<file path="src/rtl/int_arb_pkg.sv">
package int_arb_pkg;
  localparam int NSRC  = 15;
  localparam int LVL_W = 2;
  localparam int NLVL  = 1 << LVL_W;
  localparam int SLOT_W = $clog2(NSRC);

  // main byte bits 0..6 and timer byte bits 0..7 to vector slots
  function automatic logic [NSRC-1:0] cfg_to_slots(input logic [6:0] a, input logic [7:0] b);
    logic [NSRC-1:0] r;
    r[4:0]   = a[4:0];
    r[5]     = a[5];
    r[10]    = a[6];
    r[9:6]   = b[3:0];
    r[13:11] = b[6:4];
    r[14]    = b[7];
    return r;
  endfunction

  // polling rank to vector slot: ranks come in groups of three
  function automatic int rank_slot(input int rank);
    return (rank % 3) * 5 + rank / 3;
  endfunction

  // index of highest set in-service flag
  function automatic logic [LVL_W-1:0] top_level(input logic [NLVL-1:0] f);
    logic [LVL_W-1:0] t;
    t = '0;
    for (int i = 0; i < NLVL; i++)
      if (f[i]) t = LVL_W'(i);
    return t;
  endfunction
endpackage

</file>
<file path="src/rtl/arb_cfg_regs.sv">
module arb_cfg_regs
  import int_arb_pkg::*;
#(
  parameter int DATA_W = 8,
  parameter int SEL_W  = 3
) (
  input  logic                  clk,
  input  logic                  rst_n,
  input  logic                  we,
  input  logic [SEL_W-1:0]      sel,
  input  logic [DATA_W-1:0]     data,
  output logic                  glob_en,
  output logic [NSRC-1:0]       src_en,
  output logic [NSRC-1:0][LVL_W-1:0] src_lvl
);
  logic [7:0] en_main, en_tmr, lo_tmr, hi_tmr;
  logic [6:0] lo_main, hi_main;
  logic [NSRC-1:0] lo_bits, hi_bits;

  always_ff @(posedge clk) begin
    if (!rst_n) begin
      en_main <= '0; en_tmr <= '0; lo_main <= '0;
      hi_main <= '0; lo_tmr <= '0; hi_tmr <= '0;
    end else if (we) begin
      case (sel)
        SEL_W'(0): en_main <= data[7:0];
        SEL_W'(1): en_tmr  <= data[7:0];
        SEL_W'(2): lo_main <= data[6:0];
        SEL_W'(3): hi_main <= data[6:0];
        SEL_W'(4): lo_tmr  <= data[7:0];
        SEL_W'(5): hi_tmr  <= data[7:0];
        default: ;
      endcase
    end
  end

  assign glob_en = en_main[7];
  assign src_en  = cfg_to_slots(en_main[6:0], en_tmr);
  assign lo_bits = cfg_to_slots(lo_main, lo_tmr);
  assign hi_bits = cfg_to_slots(hi_main, hi_tmr);

  for (genvar i = 0; i < NSRC; i++) begin : g_lvl
    assign src_lvl[i] = {hi_bits[i], lo_bits[i]};
  end
endmodule

</file>
<file path="src/rtl/arb_select.sv">
module arb_select
  import int_arb_pkg::*;
(
  input  logic [NSRC-1:0]            pend,
  input  logic [NSRC-1:0][LVL_W-1:0] src_lvl,
  input  logic                       svc_any,
  input  logic [LVL_W-1:0]           svc_top,
  output logic                       win_valid,
  output logic [SLOT_W-1:0]          win_slot,
  output logic [LVL_W-1:0]           win_lvl
);
  logic found;

  always_comb begin
    found    = 1'b0;
    win_slot = '0;
    win_lvl  = '0;
    for (int r = 0; r < NSRC; r++) begin
      if (pend[rank_slot(r)] && (!found || src_lvl[rank_slot(r)] > win_lvl)) begin
        found    = 1'b1;
        win_slot = SLOT_W'(rank_slot(r));
        win_lvl  = src_lvl[rank_slot(r)];
      end
    end
    win_valid = found && (!svc_any || win_lvl > svc_top);
  end
endmodule

</file>
<file path="src/rtl/arb_service.sv">
module arb_service
  import int_arb_pkg::*;
(
  input  logic             clk,
  input  logic             rst_n,
  input  logic             set_en,
  input  logic [LVL_W-1:0] set_lvl,
  input  logic             clr_top,
  output logic [NLVL-1:0]  svc,
  output logic             svc_any,
  output logic [LVL_W-1:0] svc_top
);
  logic [NLVL-1:0] clr_mask, set_mask;

  assign svc_any = |svc;
  assign svc_top = top_level(svc);

  always_comb begin
    clr_mask = '0;
    set_mask = '0;
    if (clr_top && svc_any) clr_mask[svc_top] = 1'b1;
    if (set_en) set_mask[set_lvl] = 1'b1;
  end

  always_ff @(posedge clk) begin
    if (!rst_n) svc <= '0;
    else        svc <= (svc & ~clr_mask) | set_mask;
  end

  AST_RETI_RETIRES_ONE: assert property (@(posedge clk) disable iff (!rst_n)
    (clr_top && !set_en && svc_any) |=> ($countones(svc) == $past($countones(svc)) - 1));
  AST_SET_MARKS_LEVEL: assert property (@(posedge clk) disable iff (!rst_n)
    set_en |=> svc[$past(set_lvl)]);
endmodule

</file>
<file path="src/rtl/int_prio_arbiter.sv">
module int_prio_arbiter
  import int_arb_pkg::*;
#(
  parameter int VEC_W    = 8,
  parameter int VEC_BASE = 3,
  parameter int VEC_STEP = 8
) (
  input  logic            clk,
  input  logic            rst_n,
  input  logic            cfg_we,
  input  logic [2:0]      cfg_sel,
  input  logic [7:0]      cfg_data,
  input  logic [14:0]     src_req,
  input  logic            irq_ack,
  input  logic            reti,
  output logic            irq_req,
  output logic [VEC_W-1:0] irq_vec
);
  localparam int VEC_MAX = VEC_BASE + VEC_STEP * (NSRC - 1);

  logic                       glob_en;
  logic [NSRC-1:0]            src_en, pend;
  logic [NSRC-1:0][LVL_W-1:0] src_lvl;
  logic                       win_valid;
  logic [SLOT_W-1:0]          win_slot;
  logic [LVL_W-1:0]           win_lvl, lvl_q, svc_top;
  logic [NLVL-1:0]            svc;
  logic                       svc_any, req_q, grant_take;
  logic [VEC_W-1:0]           vec_q;

  function automatic logic [VEC_W-1:0] slot_vec(input logic [SLOT_W-1:0] s);
    return VEC_W'(VEC_BASE + VEC_STEP * int'(s));
  endfunction

  arb_cfg_regs #(.DATA_W(8), .SEL_W(3)) u_cfg (
    .clk(clk), .rst_n(rst_n), .we(cfg_we), .sel(cfg_sel), .data(cfg_data),
    .glob_en(glob_en), .src_en(src_en), .src_lvl(src_lvl));

  assign pend = src_req & src_en & {NSRC{glob_en}};

  arb_select u_sel (
    .pend(pend), .src_lvl(src_lvl), .svc_any(svc_any), .svc_top(svc_top),
    .win_valid(win_valid), .win_slot(win_slot), .win_lvl(win_lvl));

  assign grant_take = req_q && irq_ack;

  arb_service u_svc (
    .clk(clk), .rst_n(rst_n), .set_en(grant_take), .set_lvl(lvl_q),
    .clr_top(reti), .svc(svc), .svc_any(svc_any), .svc_top(svc_top));

  always_ff @(posedge clk) begin
    if (!rst_n) begin
      req_q <= 1'b0;
      vec_q <= '0;
      lvl_q <= '0;
    end else if (req_q) begin
      if (irq_ack) req_q <= 1'b0;
    end else if (win_valid) begin
      req_q <= 1'b1;
      vec_q <= slot_vec(win_slot);
      lvl_q <= win_lvl;
    end
  end

  assign irq_req = req_q;
  assign irq_vec = vec_q;

  AST_HOLD_UNTIL_ACK: assert property (@(posedge clk) disable iff (!rst_n)
    (req_q && !irq_ack) |=> (req_q && $stable(vec_q) && $stable(lvl_q)));
  AST_ACK_DROPS_REQ: assert property (@(posedge clk) disable iff (!rst_n)
    (req_q && irq_ack) |=> !req_q);
  AST_GRANT_ABOVE_SVC: assert property (@(posedge clk) disable iff (!rst_n)
    req_q |-> (!svc_any || lvl_q > svc_top));
  AST_GLOBAL_GATE: assert property (@(posedge clk) disable iff (!rst_n)
    $rose(req_q) |-> $past(glob_en));
  AST_VEC_IN_RANGE: assert property (@(posedge clk) disable iff (!rst_n)
    req_q |-> (int'(vec_q) >= VEC_BASE && int'(vec_q) <= VEC_MAX));
endmodule

</file>
<file path="config.mk">
export PLATFORM = sky130hd
export DESIGN_NAME = int_prio_arbiter
export DESIGN_NICKNAME = d
export VERILOG_FILES = /design/src/rtl/int_arb_pkg.sv /design/src/rtl/arb_cfg_regs.sv /design/src/rtl/arb_select.sv /design/src/rtl/arb_service.sv /design/src/rtl/int_prio_arbiter.sv
export SDC_FILE = /design/constraint.sdc
export NUM_CORES = 1
export LEC_CHECK = 0
export BUFFER_PORTS_ARGS = -buffer_cell sky130_fd_sc_hd__buf_2
export CORE_ASPECT_RATIO = 0.75
export CORE_MARGIN = 5
export CORE_UTILIZATION = 35
export CTS_CLUSTER_DIAMETER = 100
export CTS_CLUSTER_SIZE = 8
export DETAILED_ROUTE_END_ITERATION = 6
export PLACE_DENSITY = 0.55
export SLEW_MARGIN = 10
export SYNTH_ARGS = -nofsm -noshare
export SYNTH_HDL_FRONTEND = slang
export SYNTH_SLANG_ARGS = --single-unit
</file>
<file path="constraint.sdc">
create_clock -name clk -period 48.4 [get_ports clk]
set_input_delay 14.52 -clock clk [delete_from_list [all_inputs] [get_ports clk]]
set_output_delay 14.52 -clock clk [all_outputs]
set_load 0.03 [all_outputs]
</file>
# Word level (Yosys, flattened, before mapping)

Cells that the tools add are included.
Widths: inputs -> output; s select.

Flip-flop bits (word level): 61
Bits in latches: 0
Memory bits (writable): 0
Bits in read-only memories: 0
Bits of input ports: 31
Output and inout port bits: 9
Word-level logic and storage cells: 155
Memories: 0

$add $sub $neg: 1
Multiply operators: 0
Div/mod/pow operators: 0
Magnitude comparators: 19
Equality and inequality tests: 5
Shift-type cells: 0
Multiplexer cells: 56
Bitwise logic cells: 6
Reductions and logical operators: 58

Operator list:

| operator            | number |
|---|---|
| $mux 4              | 15 |
| $mux 2              | 17 |
| $and 15x15->15      | 2 |
| $gt 2x2->1          | 15 |
| $mux 1              | 21 |
| $logic_and 1x1->1   | 19 |
| $logic_not 1->1     | 15 |
| $logic_or 1x1->1    | 15 |
| $reduce_and 2->1    | 7 |
| $add 2x7->8 const A | 1 |
| $eq 3x2->1 const B  | 2 |
| $eq 3x3->1 const B  | 2 |
| $lt 2x3->1 const B  | 2 |
| $and 4x4->4         | 1 |
| $demux 1 s2         | 2 |
| $ge 2x1->1 const B  | 2 |
| $not 4->4           | 1 |
| $or 4x4->4          | 1 |
| $reduce_or 4->1     | 1 |
| $eq 3x1->1 const B  | 1 |
| $logic_not 3->1     | 1 |
| $mux 3              | 1 |
| $not 1->1           | 1 |

# Logic depth before layout (Yosys ltp)

Depth after elaboration: 64
Mapped depth: 105
Mapped depth without buffers: 103

# Hierarchy

From an unflattened synthesis, not the netlist that was laid out.

Cells, all modules: 473
Area total of the unflattened synthesis: 3,957.5 um2

Modules (own cells, without submodules):

| module           | instances | cells each | area each (um2) | sequential area each (um2) |
|---|---|---|---|---|
| arb_cfg_regs     | 1         | 164        | 1,706.6         | 920.9 |
| arb_select       | 1         | 233        | 1,614.0         | 0.0 |
| int_prio_arbiter | 1         | 53         | 446.7           | 160.2 |
| arb_service      | 1         | 23         | 190.2           | 80.1 |

# Least setup slack after synthesis

Ideal clock, no wire load.

Path type: input-to-reg
Start: input src_req[0]
End: register lvl_q[0]
Library setup time: 0.154 ns
Data arrival time: 32.933 ns
Required time: 48.246 ns
Setup slack: 15.313 ns
Cell stages on the path: 95
Buffers on the path: 2
Path through: and3_1 -> clkbuf_1 -> nand2_1 -> ha_1 -> nor2b_1 -> o21ai_0 -> o211a_1 -> nor2_1 -> ha_1 -> nor2b_1 -> a2bb2oi_1 -> o21a_1 -> o31ai_1 -> ha_1 -> nor2b_1 -> a2bb2oi_1 -> o2111a_2 -> o21ai_4 -> [... 59 more ...] -> a21oi_1 -> nand4_1 -> a21oi_4 -> mux2_4 -> inv_1 -> ha_1 -> a21oi_1 -> a21oi_1 -> o21bai_1 -> mux2_2 -> ha_1 -> a21oi_1 -> a21oi_1 -> a211oi_1 -> inv_1 -> or3_1 -> o21ai_0 -> a311oi_1

Word-level cells in the longest chain between the ends: 63
Elaborated cells between the ends (all ways): 92
Those cells by class: order compare (15); mux (30); bitwise (2); reduce/logical (45)

Ends and longest elaborated chain:

| element                                       | RTL line               | source |
|---|---|---|
| start, declared                               | int_prio_arbiter.sv:13 | `input logic [14:0] src_req,` |
| $and 15x15->15 (*) (2 in a row)               | int_prio_arbiter.sv:39 | `assign pend = src_req & src_en & {NSRC{glob_en}};` |
| $mux 2 or $mux 1 (tied branches)              | arb_select.sv:19       | `if (pend[rank_slot(r)] && (!found \|\| src_lvl[rank_slot(r)] > win_lvl)) begin` |
| $gt 2x2->1 or $logic_not 1->1 (tied branches) | arb_select.sv:19       |  |
| $logic_or 1x1->1                              | arb_select.sv:19       |  |
| $logic_and 1x1->1                             | arb_select.sv:19       |  |
| $mux 2 or $mux 1 (tied branches)              | arb_select.sv:19       |  |
| $gt 2x2->1 or $logic_not 1->1 (tied branches) | arb_select.sv:19       |  |
| $logic_or 1x1->1                              | arb_select.sv:19       |  |
| [... 46 more ...]                             | --                     |  |
| $gt 2x2->1 or $logic_not 1->1 (tied branches) | arb_select.sv:19       |  |
| $logic_or 1x1->1                              | arb_select.sv:19       |  |
| $logic_and 1x1->1                             | arb_select.sv:19       |  |
| $mux 2                                        | arb_select.sv:19       |  |
| $gt 2x2->1                                    | arb_select.sv:25       | `win_valid = found && (!svc_any \|\| win_lvl > svc_top);` |
| $logic_or 1x1->1                              | arb_select.sv:25       |  |
| $logic_and 1x1->1                             | arb_select.sv:25       |  |
| $reduce_and 2->1 (no line)                    | --                     |  |
| end signal, assigned                          | int_prio_arbiter.sv:61 | `lvl_q <= win_lvl;` |
| end, declared                                 | int_prio_arbiter.sv:26 | `logic [LVL_W-1:0] win_lvl, lvl_q, svc_top;` |

Mark *: on every way between the ends. The rest lies on a longest branch, timed or not.
A chain may end at the register's enable or synchronous reset.

# Worst setup path after layout

Same ends and word-level chain as after synthesis.

==> run_results.csv <==
group,metric,value,unit
die,die_height,101,um
clock_network,cts-root-buf,"clkbuf_16",
clock_network,clk_pin_slew_worst_paths,0.05,ns
clock_network,htreeDepth,3,
synthesis,synth_cell_types,67,
clock_network,post_cts_resized,0,
synthesis,synth_edf_count,0,
cells_and_area,fin_nets,582,
die,rows,33,
die,dieArea,13300,um2
place,place_inst,658,
drt,ant_nets,0,
drt,firstDrtPassIters,5,
setup_path,crit_slowest_cell,"a211oi_2",
clock_network,post_cts_buffers,0,
synthesis,synthArstFlopShare,0,%
clock_network,cts_tree,"done",
sta,clock.fmax,28.5,MHz
synthesis,syn_area_per_cell,7.85,um2
cells_and_area,finish.instance_area,4480,um2
setup_path,cp_top_family,"compound AO/OA/AOI/OAI gates",
synthesis,synth_seq_cells,58,
die,pin_count,40,
global_route,overflow,0,
drt,via_per_inst,5.52,
sta,grt_setup_unrepaired,"no",
synthesis,synthTopCellsByCount,"nand2_1 (80), dfxtp_1 (58), nor2_1 (57)",
global_route,grt_first_pass_wirelength,18.5,mm
clock_network,clock_latency,0.32,ns
sta,min_period,35.14,ns
cells_and_area,diodes,0,
global_route,first_global_vias,3530,
sta,final-setup-viol-count,0,
global_route,antenna_found_initial,0,
synthesis,synthCells,492,
sta,timing.final.crit_share,72.6,%
die,start_util,35.5,%
cells_and_area,fillCellCount,1128,
place,dpl-instance-area,4170,um2
sta,timing.hold.ws,0.458,ns
clock_network,hold_buffers,0,
pwr,power,0.121,mW
cells_and_area,drive_above_1_share,16.7,%
clock_network,cts_buffers,9,
sta,finalClockSkew,0.00556,ns
sta,drv_slew,0,
synthesis,yosys.cell_count.top_type,"nand2_1",
synthesis,synth_largest_area_cell,"dfxtp_1",
pwr,ir_drop,0.0163,mV
synthesis,ys_seq_area_share,30.1,%
drt,vias,3722,
pwr,leakage,1.79,nW
setup_path,end_kind,"register",
setup_path,slowest_delay,0.82,ns
synthesis,synth_top_cell_area_share,30.1,%
setup_path,worstSetupPathType,"primary input to register",
setup_path,arrival,35.30,ns
drt,drt-wirelength-per-cell,16.8,um
synthesis,synthTopCellsByArea,"dfxtp_1 (30%), nand2_1 (7.8%), ha_1 (7.1%), a21oi_1 (6.7%), mux2i_1 (6.0%)",
global_route,grt_max_degree,55,
global_route,gr-usage-all-layers,17.2,%
setup_path,critPathBufInv,4,
worst_hold_path,min_path_type,"register to register",
clock_network,clock_sinks,58,
sta,fin_tns_setup,0,ns
flow_run,drv_cap,0,
cells_and_area,area_growth,15.9,%
setup_path,path_common_cell,"ha_1",
die,die_w,131,um
sta,tightest_slew,1.18,ns
setup_path,path_max_fanout,12,
status,status,"completed",
place,gp_congestion,0.866,
synthesis,yosysWarnings,0,
pwr,pwr_density_cell,27.1,nW/um2
drt,route.detailed.drc,0,
synthesis,synthesis.area,3860,um2
setup_path,crit_path_start_kind,"primary input",
die,core,10900,um2
synthesis,synthFlopType,"dfxtp_1",
clock_network,cts.path.max_buffers,2,
place,post-dp-hpwl,8.57,mm
drt,initialDrtViolationCount,264,
sta,relSlewSlack,20.5,%
sta,final_hold_viol_count,0,
cells_and_area,final_cell_count_no_fill,674,
setup_path,required,48.56,ns
drt,wirelength,11.3,mm
place,numPortBuffers,37,
==> area by class of cell <==
cell class | count | area, um2 | share of cell area (%)
Timing Repair Buffer | 39 | 200 | 4.47
Clock inverter | 5 | 52.6 | 1.17
Multi-Input combinational cell | 395 | 2530 | 56.6
Tap cell | 140 | 175 | 3.91
Clock buffer | 11 | 253 | 5.65
Sequential cell | 58 | 1160 | 25.9
Inverter | 26 | 100 | 2.24
==> final timing paths <==
| check | startpoint | end | slack (ns) | cells after the start |
|---|---|---|---|---|
| worst min register to register | u_cfg.lo_tmr[0] | u_cfg.lo_tmr[0] | 0.46 | 2 |
| worst max-delay path | src_req[0] | lvl_q[0] | 13.26 | 96 |
| worst min-delay path | u_cfg.lo_tmr[0] | u_cfg.lo_tmr[0] | 0.46 | 2 |
| worst max register to register | u_cfg.en_main[0] | lvl_q[0] | 27.16 | 95 |
==> registers in the layout (all words and copies together) (netlist names) <==
signal         flops
irq_req            1
irq_vec            5
lvl_q              2
u_cfg.en_main      8
u_cfg.en_tmr       8
u_cfg.hi_main      7
u_cfg.hi_tmr       8
u_cfg.lo_main      7
u_cfg.lo_tmr       8
u_svc.svc          4
==> cells in the final DEF (no fill, tap or decap), drive strengths merged, types with 10 or more instances in the layout <==
cell type	n
a21oi	56
inv	26
nand2	81
clkbuf	11
o21ai	19
nand3	17
a211oi	10
nor2	57
and3	11
ha	22
dfxtp	58
mux2i	23
buf	39
==> through the flow <==
stage               utilization [%]  setup WS, ns
floorplan                         -         15.31
global placement               38.4         13.65
detailed placement             38.4         13.19
CTS                            41.2         13.43
global route                   41.2         11.50
finish                         41.2         13.26
==> cells by family (layout without fill, tap and decap cells) <==
kind of cell / count (synthesis) / after routing / synth area share (%)
simple gates: 197 / 197 / 22.8
other cells: 1 / 2 / 0.0972
flops: 58 / 58 / 30.1
compound gates: 144 / 144 / 27.2
mux: 29 / 29 / 8.10
fa+ha+maj: 23 / 23 / 7.39
buf+inv: 40 / 81 / 4.38
==> where the power goes <==
part	leakage, nW	internal, mW	switching, mW
Clock	0.151	0.0423	0.0218
Combinational	1.17	0.00267	0.00507
Sequential	0.469	0.0487	0.000910
==> worst reg2reg max path, delay by kind of cell, from the launching register on <==
family          cells  cell delay, ns
buf+inv             3            0.30
fa+ha+maj          16            4.46
mux                 6            2.23
simple gates       27            3.41
compound gates     43           10.29
flops               1            0.38
==> routing by layer <==
metal | share of wire [%] | global-route usage, % | up-vias
met5 | 0 | 0 | -
met4 | 0.99 | 5.30 | 0
met3 | 5.3 | 3.14 | 9
met2 | 40 | 23.9 | 100
met1 | 54 | 26.4 | 1759
li1 | - | - | 1854
Power figures use the tool's default switching activity.
